**config.mk**
```make
export PLATFORM = sky130hd
export DESIGN_NAME = pwr_mode_ctrl
export DESIGN_NICKNAME = d
export VERILOG_FILES = /design/src/rtl/pwr_mode_pkg.sv /design/src/rtl/pwr_wake_detect.sv /design/src/rtl/pwr_mode_fsm.sv /design/src/rtl/pwr_wait_stall.sv /design/src/rtl/pwr_clk_ctrl.sv /design/src/rtl/pwr_mode_ctrl.sv
export SDC_FILE = /design/constraint.sdc
export NUM_CORES = 1
export LEC_CHECK = 0
export ABC_AREA = 1
export BUFFER_PORTS_ARGS = -buffer_cell sky130_fd_sc_hd__buf_2
export CORE_AREA = 2 2 39 41
export CTS_BUF_LIST = sky130_fd_sc_hd__clkbuf_16
export CTS_CLUSTER_DIAMETER = 150
export CTS_CLUSTER_SIZE = 28
export DETAILED_ROUTE_END_ITERATION = 10
export DIE_AREA = 0 0 41 43
export PLACE_DENSITY = 0.53
export SYNTH_ARGS = -nofsm -noshare
export SYNTH_HDL_FRONTEND = slang
export SYNTH_SLANG_ARGS = --single-unit
```
**constraint.sdc**
```tcl
create_clock -name clk_i -period 1.72 [get_ports clk_i]
set_input_delay 0.086 -clock clk_i [delete_from_list [all_inputs] [get_ports clk_i]]
set_output_delay 0.086 -clock clk_i [all_outputs]
set_load 0.01 [all_outputs]
```
**src/rtl/pwr_mode_pkg.sv**
```systemverilog
`timescale 1ns/1ps
package pwr_mode_pkg;
  typedef enum logic [1:0] {
    MODE_ACTIVE = 2'b00,
    MODE_IDLE   = 2'b01,
    MODE_OFF    = 2'b10
  } mode_e;

  typedef enum logic [1:0] {
    ST_RUN   = 2'd0,
    ST_SLEEP = 2'd1,
    ST_WAKE  = 2'd2,
    ST_DOWN  = 2'd3
  } state_e;
endpackage

```
**src/rtl/pwr_wake_detect.sv**
```systemverilog
`timescale 1ns/1ps
module pwr_wake_detect #(
  parameter int N_WAKE = 4
) (
  input  logic [N_WAKE-1:0] wake_i,
  input  logic [N_WAKE-1:0] wake_en_i,
  output logic              wake_any_o
);
  logic [N_WAKE-1:0] hit;

  for (genvar g = 0; g < N_WAKE; g++) begin : g_line
    assign hit[g] = wake_i[g] & wake_en_i[g];
  end

  assign wake_any_o = |hit;
endmodule

```
**src/rtl/pwr_mode_fsm.sv**
```systemverilog
`timescale 1ns/1ps
module pwr_mode_fsm
  import pwr_mode_pkg::*;
(
  input  logic   clk_i,
  input  logic   rst_ni,
  input  logic   supply_ok_i,
  input  logic   idle_req_i,
  input  logic   wake_any_i,
  input  logic   hf_stable_i,
  output state_e state_o,
  output logic   run_next_o
);
  state_e state_q, state_d;

  always_comb begin
    state_d = state_q;
    if (!supply_ok_i) begin
      state_d = ST_DOWN;
    end else begin
      unique case (state_q)
        ST_RUN:   if (idle_req_i && !wake_any_i) state_d = ST_SLEEP;
        ST_SLEEP: if (wake_any_i) state_d = ST_WAKE;
        ST_WAKE:  if (hf_stable_i) state_d = ST_RUN;
        ST_DOWN:  state_d = ST_DOWN; // only reset leaves
        default:  state_d = ST_DOWN;
      endcase
    end
  end

  always_ff @(posedge clk_i or negedge rst_ni) begin
    if (!rst_ni) state_q <= ST_RUN;
    else         state_q <= state_d;
  end

  assign state_o    = state_q;
  assign run_next_o = (state_d == ST_RUN);
endmodule

```
**src/rtl/pwr_wait_stall.sv**
```systemverilog
`timescale 1ns/1ps
module pwr_wait_stall (
  input  logic clk_i,
  input  logic rst_ni,
  input  logic run_now_i,
  input  logic run_next_i,
  input  logic wait_req_i,
  input  logic irq_i,
  output logic stall_o
);
  logic stall_q, stall_d;

  always_comb begin
    if (!(run_now_i && run_next_i)) stall_d = 1'b0;
    else if (irq_i)                 stall_d = 1'b0;
    else                            stall_d = stall_q | wait_req_i;
  end

  always_ff @(posedge clk_i or negedge rst_ni) begin
    if (!rst_ni) stall_q <= 1'b0;
    else         stall_q <= stall_d;
  end

  assign stall_o = stall_q;
endmodule

```
**src/rtl/pwr_clk_ctrl.sv**
```systemverilog
`timescale 1ns/1ps
module pwr_clk_ctrl
  import pwr_mode_pkg::*;
(
  input  state_e      state_i,
  input  logic        sw_hf_off_i,
  input  logic        hf_keep_i,
  output logic [1:0]  mode_o,
  output logic        hf_gen_en_o,
  output logic        core_hf_en_o,
  output logic        core_lf_sel_o,
  output logic        lf_osc_en_o
);
  mode_e mode;

  always_comb begin
    mode          = MODE_OFF;
    hf_gen_en_o   = 1'b0;
    core_hf_en_o  = 1'b0;
    core_lf_sel_o = 1'b0;
    lf_osc_en_o   = 1'b0;
    unique case (state_i)
      ST_RUN: begin
        mode         = MODE_ACTIVE;
        hf_gen_en_o  = 1'b1;
        core_hf_en_o = 1'b1;
        lf_osc_en_o  = 1'b1;
      end
      ST_SLEEP: begin
        mode          = MODE_IDLE;
        hf_gen_en_o   = !sw_hf_off_i || hf_keep_i;
        core_lf_sel_o = 1'b1;
        lf_osc_en_o   = 1'b1;
      end
      ST_WAKE: begin
        // generator restarts first; core gate waits for stable
        mode          = MODE_IDLE;
        hf_gen_en_o   = 1'b1;
        core_lf_sel_o = 1'b1;
        lf_osc_en_o   = 1'b1;
      end
      default: mode = MODE_OFF;
    endcase
  end

  assign mode_o = mode;
endmodule

```
**src/rtl/pwr_mode_ctrl.sv**
```systemverilog
`timescale 1ns/1ps
module pwr_mode_ctrl
  import pwr_mode_pkg::*;
#(
  parameter int N_WAKE = 4
) (
  input  logic              clk_i,
  input  logic              rst_ni,
  input  logic              supply_ok_i,
  input  logic              idle_req_i,
  input  logic              wait_req_i,
  input  logic              irq_i,
  input  logic [N_WAKE-1:0] wake_i,
  input  logic [N_WAKE-1:0] wake_en_i,
  input  logic              sw_hf_off_i,
  input  logic              hf_keep_i,
  input  logic              hf_stable_i,
  output logic [1:0]        mode_o,
  output logic              hf_gen_en_o,
  output logic              core_hf_en_o,
  output logic              core_lf_sel_o,
  output logic              lf_osc_en_o,
  output logic              stall_o
);
  logic   wake_any;
  logic   run_next;
  state_e state;

  pwr_wake_detect #(.N_WAKE(N_WAKE)) u_wake (
    .wake_i     (wake_i),
    .wake_en_i  (wake_en_i),
    .wake_any_o (wake_any)
  );

  pwr_mode_fsm u_fsm (
    .clk_i       (clk_i),
    .rst_ni      (rst_ni),
    .supply_ok_i (supply_ok_i),
    .idle_req_i  (idle_req_i),
    .wake_any_i  (wake_any),
    .hf_stable_i (hf_stable_i),
    .state_o     (state),
    .run_next_o  (run_next)
  );

  pwr_wait_stall u_stall (
    .clk_i      (clk_i),
    .rst_ni     (rst_ni),
    .run_now_i  (state == ST_RUN),
    .run_next_i (run_next),
    .wait_req_i (wait_req_i),
    .irq_i      (irq_i),
    .stall_o    (stall_o)
  );

  pwr_clk_ctrl u_clk (
    .state_i       (state),
    .sw_hf_off_i   (sw_hf_off_i),
    .hf_keep_i     (hf_keep_i),
    .mode_o        (mode_o),
    .hf_gen_en_o   (hf_gen_en_o),
    .core_hf_en_o  (core_hf_en_o),
    .core_lf_sel_o (core_lf_sel_o),
    .lf_osc_en_o   (lf_osc_en_o)
  );
endmodule

```
==> metrics.csv <==
metric,value,unit
antenna_found_initial,0,
stdcell_area,526,um^2
p_leak,0.331,nW
max_stage_delay,420,ps
cp_slowest_cell,dfrtp_1,
worst_skew_pair.late_latency,220,ps
pwr-share-clk,0.603,
grt_max_degree,7,
vias_per_cell,4.07,
drt-total-wl,728,um
max_freq,678,MHz
cp_cell_sequence,inv_1 -> ha_1 -> inv_2 -> a31oi_1 -> buf_2,
slew_viol_final,0,
num-fill-cells,158,
cts_setup_buffers,0,
clkTransAtPathRegs,30,ps
post-place-ws,282,ps
drive_above_1_share,0.400,
drc_errors,0,
r2r_end,u_stall.stall_o,
fin_crit_sh,0.858,
grt_pass1_wl,1080,um
p_int,0.000446,W
rsz0062_at_grt,false,
required,1630,ps
grt_overflow_total,0,
endpoint_kind,primary output,
htreeDepth,1,
yosysWarnings,0,
cts_root_buf,clkbuf_16,
n_antenna_cell,0,
holdCritPathClass,in -> reg,
power_frac_comb,0.249,
syn_area_per_cell,6.44,um^2
synth-adder-area-share,0.202,
num_vias,370,
synth_simple_gate_area_frac,0.397,
power,0.000604,W
fp-row-count,14,
synth.area.mux_share,0,
antenna_left,0,
synth.net_count,70,
track_usage,0.0987,
core_area,1380,um^2
die_h,43,um
p_switching,0.000158,W
max_slew_margin,0.883,
tightest_slew,175,ps
synth-seq-cells,3,
mappedNetlistArea,309,um^2
r2r-start,u_fsm.state_o[0],
fin_tns_setup,0,ps
cts_repair_resize_count,0,
start_util,0.223,
drt_iter0_drc,1,
io_buffer_count,23,
final_cell_mix,"buf_2, nand2_1, inv_1",
final_util,0.380,
yosysSeqAreaShare,0.243,
gp_congestion,0.665,
ff_latch_area,75.1,um^2
maxCapViolCount,0,
min_path_cells,2,
post_drt_wl_per_cell,8.00,um
hold_path_end,u_fsm.state_o[1],
dpl_cell_area,437,um^2
postLayoutSetupSlackWorst,244,ps
synth_top_family_by_area,simple AND/OR/NAND/NOR gates,
grt_pass1_vias,324,
dieArea,1760,um^2
multi_input_area,196,um^2
die_w,41,um
syn_to_final_growth,70.0,%
crit_buf_inv,3,
cts_buffers,3,
crit_start,u_fsm.state_o[0],
fin_crit,1480,ps
cts_buffer_depth,2,
finalSetupViolations,0,
hp-start,supply_ok_i,
cpLargestDelayFamily,flip-flops,
critPathLaunchType,register,
postSynthCellCount,48,
path_max_fanout,5,
max-vdd-ir-drop,0.000669,V
p_per_area,1150,nW/um^2
fin_skew,2.34,ps
p_seq_frac,0.148,
num_io_pins,24,
layout.nets,98,
dp_hpwl,605,um
hold_viol_final,0,
ys_types,13,
dr.pass1.iters,3,
reg2reg_depth,11,
outcome,"finished, final reports clean",
synth_compound_area_frac,0.0364,
final_common_cell,buf_2,
swShare,0.262,
synth_xor_area_frac,0,
tritoncts,built,
crit_arrival,1390,ps
cts.sinks,3,
r2r_setup_slack,300,ps
path_class,reg -> out,
[synth_stat cells (all sizes together)]
cell type / number / share of area
nand2: 21 / 0.26
dfrtp: 3 / 0.24
nand3: 4 / 0.065
o21ai: 1 / 0.016
ha: 5 / 0.20
nor3: 1 / 0.016
inv: 8 / 0.097
a31oi: 1 / 0.020
nor2: 3 / 0.053
buf: 1 / 0.024
[timing repair]
item	CTS	global route
setup endpoints to repair	0	0
endpoints found under the hold margin	3	0
hold buffers	1	0
[final cells by class]
type | count | area share
Timing Repair Buffer | 24 | 0.238
Clock inverter | 1 | 0.00714
Tap cell | 16 | 0.0381
Clock buffer | 3 | 0.143
Inverter | 8 | 0.0571
Multi-Input combinational cell | 36 | 0.374
Sequential cell | 3 | 0.143
[metal layers]
metal	global-route usage	vias to the layer above	wire length (um)
li1	-	197	-
met1	0.0844	150	283
met2	0.159	21	322
met3	0.0471	2	97
met4	0.0800	0	23
met5	0	-	0
[power by group through the flow]
stage	registers, W	clock network, W	logic [W]
after floorplan	0.0000877	0	0.000104
after global placement	0.0000897	0	0.000154
after detailed placement	0.0000902	0	0.000152
after CTS	0.0000895	0.000371	0.000154
after global routing	0.0000908	0.000377	0.000172
final	0.0000892	0.000364	0.000150
[sequential cells by signal, indices dropped and copies added, names as in the netlist]
name and cells:
u_fsm.state_o 2, u_stall.stall_o 1
[logic make-up after synthesis]
| family | after synthesis |
|---|---|
| compound gates | 2 |
| fa+ha+maj | 5 |
| buf+inv | 9 |
| flops | 3 |
| simple gates | 29 |
[worst max-delay path by stage]
stage | cells past startpoint | to | slack (ps)
floorplan | 11 | u_stall.stall_o | 370
global placement | 11 | u_stall.stall_o | 270
detailed placement | 11 | u_stall.stall_o | 280
CTS | 5 | hf_gen_en_o | 220
global route | 11 | u_stall.stall_o | 150
finish | 5 | hf_gen_en_o | 240
[per-stage QoR]
step / instances / hold WS [ps]
floorplan: 48 / -210
global placement: 86 / -117
detailed placement: 86 / -117
CTS: 91 / 72.1
global route: 91 / 85.7
finish: 91 / 75.0
(Power assumes the default switching activity.)
